$ cat config.mk
export PLATFORM = sky130hd
export DESIGN_NAME = dual_blink_gen
export DESIGN_NICKNAME = d
export VERILOG_FILES = /design/src/rtl/blink_pkg.sv /design/src/rtl/blink_dur_regs.sv /design/src/rtl/blink_phase_gen.sv /design/src/rtl/blink_pin_select.sv /design/src/rtl/dual_blink_gen.sv
export SDC_FILE = /design/constraint.sdc
export NUM_CORES = 1
export LEC_CHECK = 0
export BUFFER_PORTS_ARGS = -buffer_cell sky130_fd_sc_hd__buf_2
export CORE_UTILIZATION = 35
export CTS_BUF_LIST = sky130_fd_sc_hd__clkbuf_4 sky130_fd_sc_hd__clkbuf_8
export CTS_CLUSTER_DIAMETER = 80
export DETAILED_ROUTE_END_ITERATION = 10
export PLACE_DENSITY_LB_ADDON = 0.1
export SYNTH_ARGS = -nofsm -noshare
export SYNTH_HDL_FRONTEND = slang
export SYNTH_SLANG_ARGS = --single-unit
$ cat constraint.sdc
create_clock -name clk -period 4.7 [get_ports clk]
set_clock_uncertainty 0.1 [all_clocks]
set_input_delay 0.705 -clock clk [delete_from_list [all_inputs] [get_ports clk]]
set_output_delay 0.705 -clock clk [all_outputs]
set_load 0.005 [all_outputs]
$ cat src/rtl/blink_pkg.sv
package blink_pkg;

    localparam int DUR_W = 32;

    localparam logic [2:0] OFF_ON_DUR  = 3'h0;
    localparam logic [2:0] OFF_OFF_DUR = 3'h4;

    typedef struct packed {
        logic             phase;
        logic [DUR_W-1:0] cnt;
        logic [DUR_W-1:0] lim;
    } phase_state_t;

    typedef struct packed {
        logic [1:0][DUR_W-1:0] on_dur;
        logic [1:0][DUR_W-1:0] off_dur;
    } dur_regs_t;

    function automatic logic [DUR_W-1:0] eff_dur(input logic [DUR_W-1:0] raw);
        return (raw == '0) ? {{(DUR_W-1){1'b0}}, 1'b1} : raw;
    endfunction

endpackage

$ cat src/rtl/blink_dur_regs.sv
module blink_dur_regs
    import blink_pkg::*;
#(
    parameter int NSETS = 2
) (
    input  logic                        clk,
    input  logic                        rst_n,
    input  logic                        wr_en,
    input  logic                        wr_set,
    input  logic [2:0]                  wr_addr,
    input  logic [DUR_W-1:0]            wr_data,
    output logic [NSETS-1:0][DUR_W-1:0] on_dur,
    output logic [NSETS-1:0][DUR_W-1:0] off_dur
);

    dur_regs_t regs_d, regs_q;

    always_comb begin
        regs_d = regs_q;
        if (wr_en) begin
            if (wr_addr == OFF_ON_DUR) begin
                regs_d.on_dur[wr_set] = wr_data;
            end else if (wr_addr == OFF_OFF_DUR) begin
                regs_d.off_dur[wr_set] = wr_data;
            end
        end
    end

    always_ff @(posedge clk or negedge rst_n) begin
        if (!rst_n) begin
            regs_q <= '0;
        end else begin
            regs_q <= regs_d;
        end
    end

    for (genvar s = 0; s < NSETS; s++) begin : g_out
        assign on_dur[s]  = regs_q.on_dur[s];
        assign off_dur[s] = regs_q.off_dur[s];
    end

endmodule

$ cat src/rtl/blink_phase_gen.sv
module blink_phase_gen
    import blink_pkg::*;
(
    input  logic             clk,
    input  logic             rst_n,
    input  logic [DUR_W-1:0] on_dur,
    input  logic [DUR_W-1:0] off_dur,
    output logic             phase,
    output logic [DUR_W-1:0] cnt,
    output logic [DUR_W-1:0] lim
);

    localparam logic [DUR_W-1:0] ONE = {{(DUR_W-1){1'b0}}, 1'b1};

    phase_state_t st_d, st_q;
    logic         last_cyc;

    always_comb begin
        st_d     = st_q;
        last_cyc = (st_q.cnt == st_q.lim - ONE);
        if (last_cyc) begin
            st_d.phase = ~st_q.phase;
            st_d.cnt   = '0;
            st_d.lim   = st_q.phase ? eff_dur(off_dur) : eff_dur(on_dur);
        end else begin
            st_d.cnt   = st_q.cnt + ONE;
        end
    end

    always_ff @(posedge clk or negedge rst_n) begin
        if (!rst_n) begin
            st_q.phase <= 1'b1;
            st_q.cnt   <= '0;
            st_q.lim   <= ONE;
        end else begin
            st_q <= st_d;
        end
    end

    assign phase = st_q.phase;
    assign cnt   = st_q.cnt;
    assign lim   = st_q.lim;

endmodule

$ cat src/rtl/blink_pin_select.sv
module blink_pin_select #(
    parameter int NPINS = 32
) (
    input  logic             clk,
    input  logic             rst_n,
    input  logic             sel_we,
    input  logic [NPINS-1:0] sel_wdata,
    input  logic [1:0]       set_phase,
    input  logic [NPINS-1:0] blink_en,
    input  logic [NPINS-1:0] out_data,
    output logic [NPINS-1:0] blink_wave,
    output logic [NPINS-1:0] pin_out
);

    logic [NPINS-1:0] sel_d, sel_q;

    always_comb begin
        sel_d = sel_q;
        if (sel_we) begin
            sel_d = sel_wdata;
        end
    end

    always_ff @(posedge clk or negedge rst_n) begin
        if (!rst_n) begin
            sel_q <= '0;
        end else begin
            sel_q <= sel_d;
        end
    end

    for (genvar p = 0; p < NPINS; p++) begin : g_pin
        assign blink_wave[p] = sel_q[p] ? set_phase[1] : set_phase[0];
        assign pin_out[p]    = blink_en[p] ? blink_wave[p] : out_data[p];
    end

endmodule

$ cat src/rtl/dual_blink_gen.sv
module dual_blink_gen
    import blink_pkg::*;
#(
    parameter int NPINS = 32
) (
    input  logic             clk,
    input  logic             rst_n,
    input  logic             cfg_we,
    input  logic             cfg_set,
    input  logic [2:0]       cfg_addr,
    input  logic [31:0]      cfg_wdata,
    input  logic             sel_we,
    input  logic [NPINS-1:0] sel_wdata,
    input  logic [NPINS-1:0] blink_en,
    input  logic [NPINS-1:0] out_data,
    output logic [NPINS-1:0] blink_wave,
    output logic [NPINS-1:0] pin_out
);

    localparam int NSETS = 2;

    logic [NSETS-1:0][DUR_W-1:0] on_dur;
    logic [NSETS-1:0][DUR_W-1:0] off_dur;
    logic [NSETS-1:0]            set_phase;
    logic [NSETS-1:0][DUR_W-1:0] set_cnt;
    logic [NSETS-1:0][DUR_W-1:0] set_lim;

    blink_dur_regs #(.NSETS(NSETS)) u_regs (
        .clk     (clk),
        .rst_n   (rst_n),
        .wr_en   (cfg_we),
        .wr_set  (cfg_set),
        .wr_addr (cfg_addr),
        .wr_data (cfg_wdata),
        .on_dur  (on_dur),
        .off_dur (off_dur)
    );

    for (genvar s = 0; s < NSETS; s++) begin : g_set
        blink_phase_gen u_phase (
            .clk     (clk),
            .rst_n   (rst_n),
            .on_dur  (on_dur[s]),
            .off_dur (off_dur[s]),
            .phase   (set_phase[s]),
            .cnt     (set_cnt[s]),
            .lim     (set_lim[s])
        );
    end

    blink_pin_select #(.NPINS(NPINS)) u_sel (
        .clk        (clk),
        .rst_n      (rst_n),
        .sel_we     (sel_we),
        .sel_wdata  (sel_wdata),
        .set_phase  (set_phase),
        .blink_en   (blink_en),
        .out_data   (out_data),
        .blink_wave (blink_wave),
        .pin_out    (pin_out)
    );

endmodule

==> impl_metrics.env <==
export IMPL_power_total_mw=6.30
export IMPL_ys_seq_area_share_pct=46.9
export IMPL_syn_area_sq_mm=0.0155
export IMPL_syn_avg_cell_area_sq_um=11.7
export IMPL_grt_remaining_overflow=0
export IMPL_fin_setup_tns_ps=0
export IMPL_internal_power_mw=4.74
export IMPL_setup_violations=0
export IMPL_worst_pin_slew_ps=842
export IMPL_start_kind="register"
export IMPL_clock_sinks=290
export IMPL_pwr_share_comb_pct=10.5
export IMPL_h_tree_depth=2
export IMPL_p_sw_share_pct=24.7
export IMPL_r2r_start="g_set[1].u_phase.lim[6]$_DFFE_PN0N_"
export IMPL_area_growth_pct=17.9
export IMPL_cpPeakStageDelay_ps=520
export IMPL_rrSetupSlack_ps=640
export IMPL_regArea_sq_mm=0.00726
export IMPL_grt_antenna_before_repair=5
export IMPL_critPathBufInv=1
export IMPL_ant_nets=0
export IMPL_wl_per_cell_microns=18.2
export IMPL_fin_nets=1672
export IMPL_fillers=4162
export IMPL_coreArea_sq_mm=0.0434
export IMPL_die_w_microns=212
export IMPL_cts_tree="yes"
export IMPL_yosys_warnings=0
export IMPL_failed_checks="hold timing"
export IMPL_drc=0
export IMPL_viasPerCell=5.09
export IMPL_ctsHoldBuffers=0
export IMPL_start_util_pct=35.7
export IMPL_post_cts_buffers=0
export IMPL_arrival_ps=4460
export IMPL_ir_drop_v=0.000215
export IMPL_required_ps=5100
export IMPL_cellLeakagePower_nw=8.43
export IMPL_cts_made_buffers=53
export IMPL_fmax_mhz=246
export IMPL_hold_viol_final=2
export IMPL_synth_edff_count=0
export IMPL_ys_types=67
export IMPL_endpoint_kind="register"
export IMPL_clockBufferDepth=3
export IMPL_cp_max_fo=33
export IMPL_timing_critical_path_max_delay_family="simple AND/OR/NAND/NOR gates"
export IMPL_first_iter_violations=586
export IMPL_cts_resized=0
export IMPL_die_y_microns=212
export IMPL_whs_ps=-3.77
export IMPL_slew_headroom_pct=43.3
export IMPL_period_minus_slack_ps=4060
export IMPL_async_flop_share_pct=100
export IMPL_critical_path_class="reg -> reg"
export IMPL_first_pass_iters=4
export IMPL_rows=76
export IMPL_pwr_share_seq_pct=47.7
export IMPL_ios=200
export IMPL_synthCells=1325
export IMPL_drv_cap=0
export IMPL_final_max_slew_viol_count=0
export IMPL_track_usage_pct=17.5
export IMPL_grt_pass1_wl_microns=61600
export IMPL_p_sw_mw=1.55
export IMPL_ff2ff_path_depth=9
export IMPL_syn_nets=1465
export IMPL_multi_input_area_sq_mm=0.00789
export IMPL_crit_path_top_delay_cell="a2111oi_0"
export IMPL_dp_hpwl_microns=28500
export IMPL_drt_total_wl_microns=39400
export IMPL_synth_main_ff_cell="dfrtp_1"
export IMPL_reg2reg_to="g_set[1].u_phase.lim[3]$_DFFE_PN0N_"
export IMPL_clkTransAtPathRegs_ps=60
export IMPL_finish_utilization_pct=42.1
export IMPL_grt_max_degree=104
export IMPL_grt_pass1_vias=10955
export IMPL_clockRootBuffer="clkbuf_8"
export IMPL_hold_path_class="in -> async"
export IMPL_status="finished with violations"
export IMPL_synth_seq_cells=290
export IMPL_powerDensity_mw_per_mm2=345
export IMPL_place_gp_congestion=0.832
export IMPL_die_area_sq_mm=0.0451
export IMPL_path_cells="nor3_2, nand3_1, nor4_1, nor2_1, a2111oi_0, nand4_1, a2111oi_4, buf_4, mux2_2"
export IMPL_pwr_share_clk_pct=41.8
export IMPL_worstSkewPairLatency_ps=630
export IMPL_vias=10982
export IMPL_fin_crit_sh_pct=86.3
export IMPL_io_buffers=199
export IMPL_drive_above_1_share_pct=40.1
export IMPL_rsz0062_at_grt="false"
-- layout by cell type, fill, tap and decap left out, drive strengths merged, types with 5 or more instances in the layout --
master	instances
nand3	40
mux2	332
nand4	29
a21oi	10
or3	13
nor3	21
and3	14
nand3b	6
nor2	113
nand2b	6
mux2i	24
o21ai	18
nor2b	7
nand2	48
clkinv	5
nand4b	5
inv	17
o31ai	5
or4	5
xor2	61
dfrtp	286
nor4	61
clkbuf	87
buf	213
and2	10
xnor2	74
and4	8
-- cell type report --
type	count	area share, %
multi-input cells	957	43.2
flip-flops and latches	290	39.8
repair buffers	213	6.22
clock buffers	87	5.94
well taps	585	4.01
clock inverters	8	0.507
inverters	17	0.349
diodes	1	0.0137
-- cell usage after synthesis, types with 3 or more instances --
cell	count	area share, %
o21ai_0	18	0.58
dfstp_2	4	0.68
xor2_1	61	3.4
a21oi_1	10	0.32
nor4bb_1	3	0.19
o311ai_0	4	0.23
inv_1	17	0.41
nand3b_1	6	0.29
nor2b_1	7	0.28
buf_2	4	0.13
buf_1	4	0.097
clkbuf_1	40	0.97
or4_1	4	0.19
or3_1	12	0.48
and3_1	14	0.57
and4_1	8	0.45
and2_1	9	0.36
dfrtp_1	286	46
xnor2_1	74	4.2
nand3_1	39	1.3
nand2b_1	6	0.24
mux2_2	300	22
mux2i_1	24	1.6
nor3_1	18	0.58
buf_6	6	0.44
o31ai_1	5	0.24
buf_4	7	0.34
nor3_2	3	0.19
mux2_1	32	2.3
nand4_1	28	1.1
ha_1	4	0.32
nand4b_1	5	0.28
a31oi_1	3	0.12
nor4_1	56	2.3
nor2_1	113	2.7
nor4_4	3	0.41
nand2_1	48	1.2
-- worst register-to-register path, stage by stage (launching register included) --
cell and delay (ps):
dfrtp_1 460, nor3_2 410, nand3_1 480, nor4_1 440
nor2_1 80, a2111oi_0 520, nand4_1 230, a2111oi_4 340
buf_4 470, mux2_2 410
-- power by group through the flow --
stage	Sequential, mW	Clock [mW]	Combinational [mW]
floorplan	2.97	0	0.437
global placement	3.04	0	0.662
detailed placement	3.05	0	0.675
CTS	3.01	2.74	0.678
global route	3.05	2.85	0.725
finish	3.00	2.63	0.658
-- cells by family after synthesis --
logic type	synth area share (%)
compound gates	2.92
xor+xnor	7.63
fa+ha+maj	0.323
buf+inv	2.38
flops	46.9
mux	25.7
simple gates	14.2
-- how the worst max path moves through the flow --
stage	startpoint	endpoint	slack [ps]	cells after the start
detailed placement	g_set[1].u_phase.lim[6]$_DFFE_PN0N_	g_set[1].u_phase.lim[6]$_DFFE_PN0N_	700	9
global placement	g_set[1].u_phase.lim[10]$_DFFE_PN0N_	g_set[1].u_phase.lim[9]$_DFFE_PN0N_	880	9
finish	g_set[1].u_phase.lim[6]$_DFFE_PN0N_	g_set[1].u_phase.lim[3]$_DFFE_PN0N_	640	9
CTS	g_set[1].u_phase.lim[6]$_DFFE_PN0N_	g_set[1].u_phase.lim[8]$_DFFE_PN0N_	660	9
global route	g_set[1].u_phase.lim[10]$_DFFE_PN0N_	g_set[1].u_phase.lim[14]$_DFFE_PN0N_	230	9
floorplan	g_set[0].u_phase.lim[4]$_DFFE_PN0N_	g_set[0].u_phase.lim[30]$_DFFE_PN0N_	1360	10
-- state kept, by name, indices dropped and copies added, names as in the netlist --
| name | cells |
|---|---|
| g_set.u_phase.cnt | 64 |
| g_set.u_phase.lim | 64 |
| u_regs.off_dur | 64 |
| u_regs.on_dur | 64 |
| u_sel.sel_q | 32 |
| g_set.u_phase.phase | 2 |
-- routing by layer --
| layer | GRT usage [%] | up-vias | part of all wire [%] | wire, microns |
|---|---|---|---|---|
| met5 | 0 | - | 0.14 | 55 |
| met4 | 5.98 | 8 | 2.6 | 1010 |
| met3 | 5.17 | 71 | 7.4 | 2930 |
| met2 | 27.2 | 317 | 44 | 17500 |
| met1 | 23.2 | 5355 | 45 | 17900 |
| li1 | - | 5231 | - | - |
-- stage by stage --
| step | hold WS, ps | area (sq um) | cells | worst slack (ps) |
|---|---|---|---|---|
| 6_report | -3.77 | 18300 | 2158 | 642 |
| 4_1_cts | 33.5 | 18300 | 2157 | 664 |
| 2_1_floorplan | 309 | 15500 | 1325 | 1360 |
| 3_3_place_gp | 400 | 17100 | 2062 | 881 |
| 5_1_grt | 43.1 | 18300 | 2158 | 226 |
| 3_5_place_dp | 405 | 17100 | 2062 | 698 |
Power figures use the tool's default switching activity.
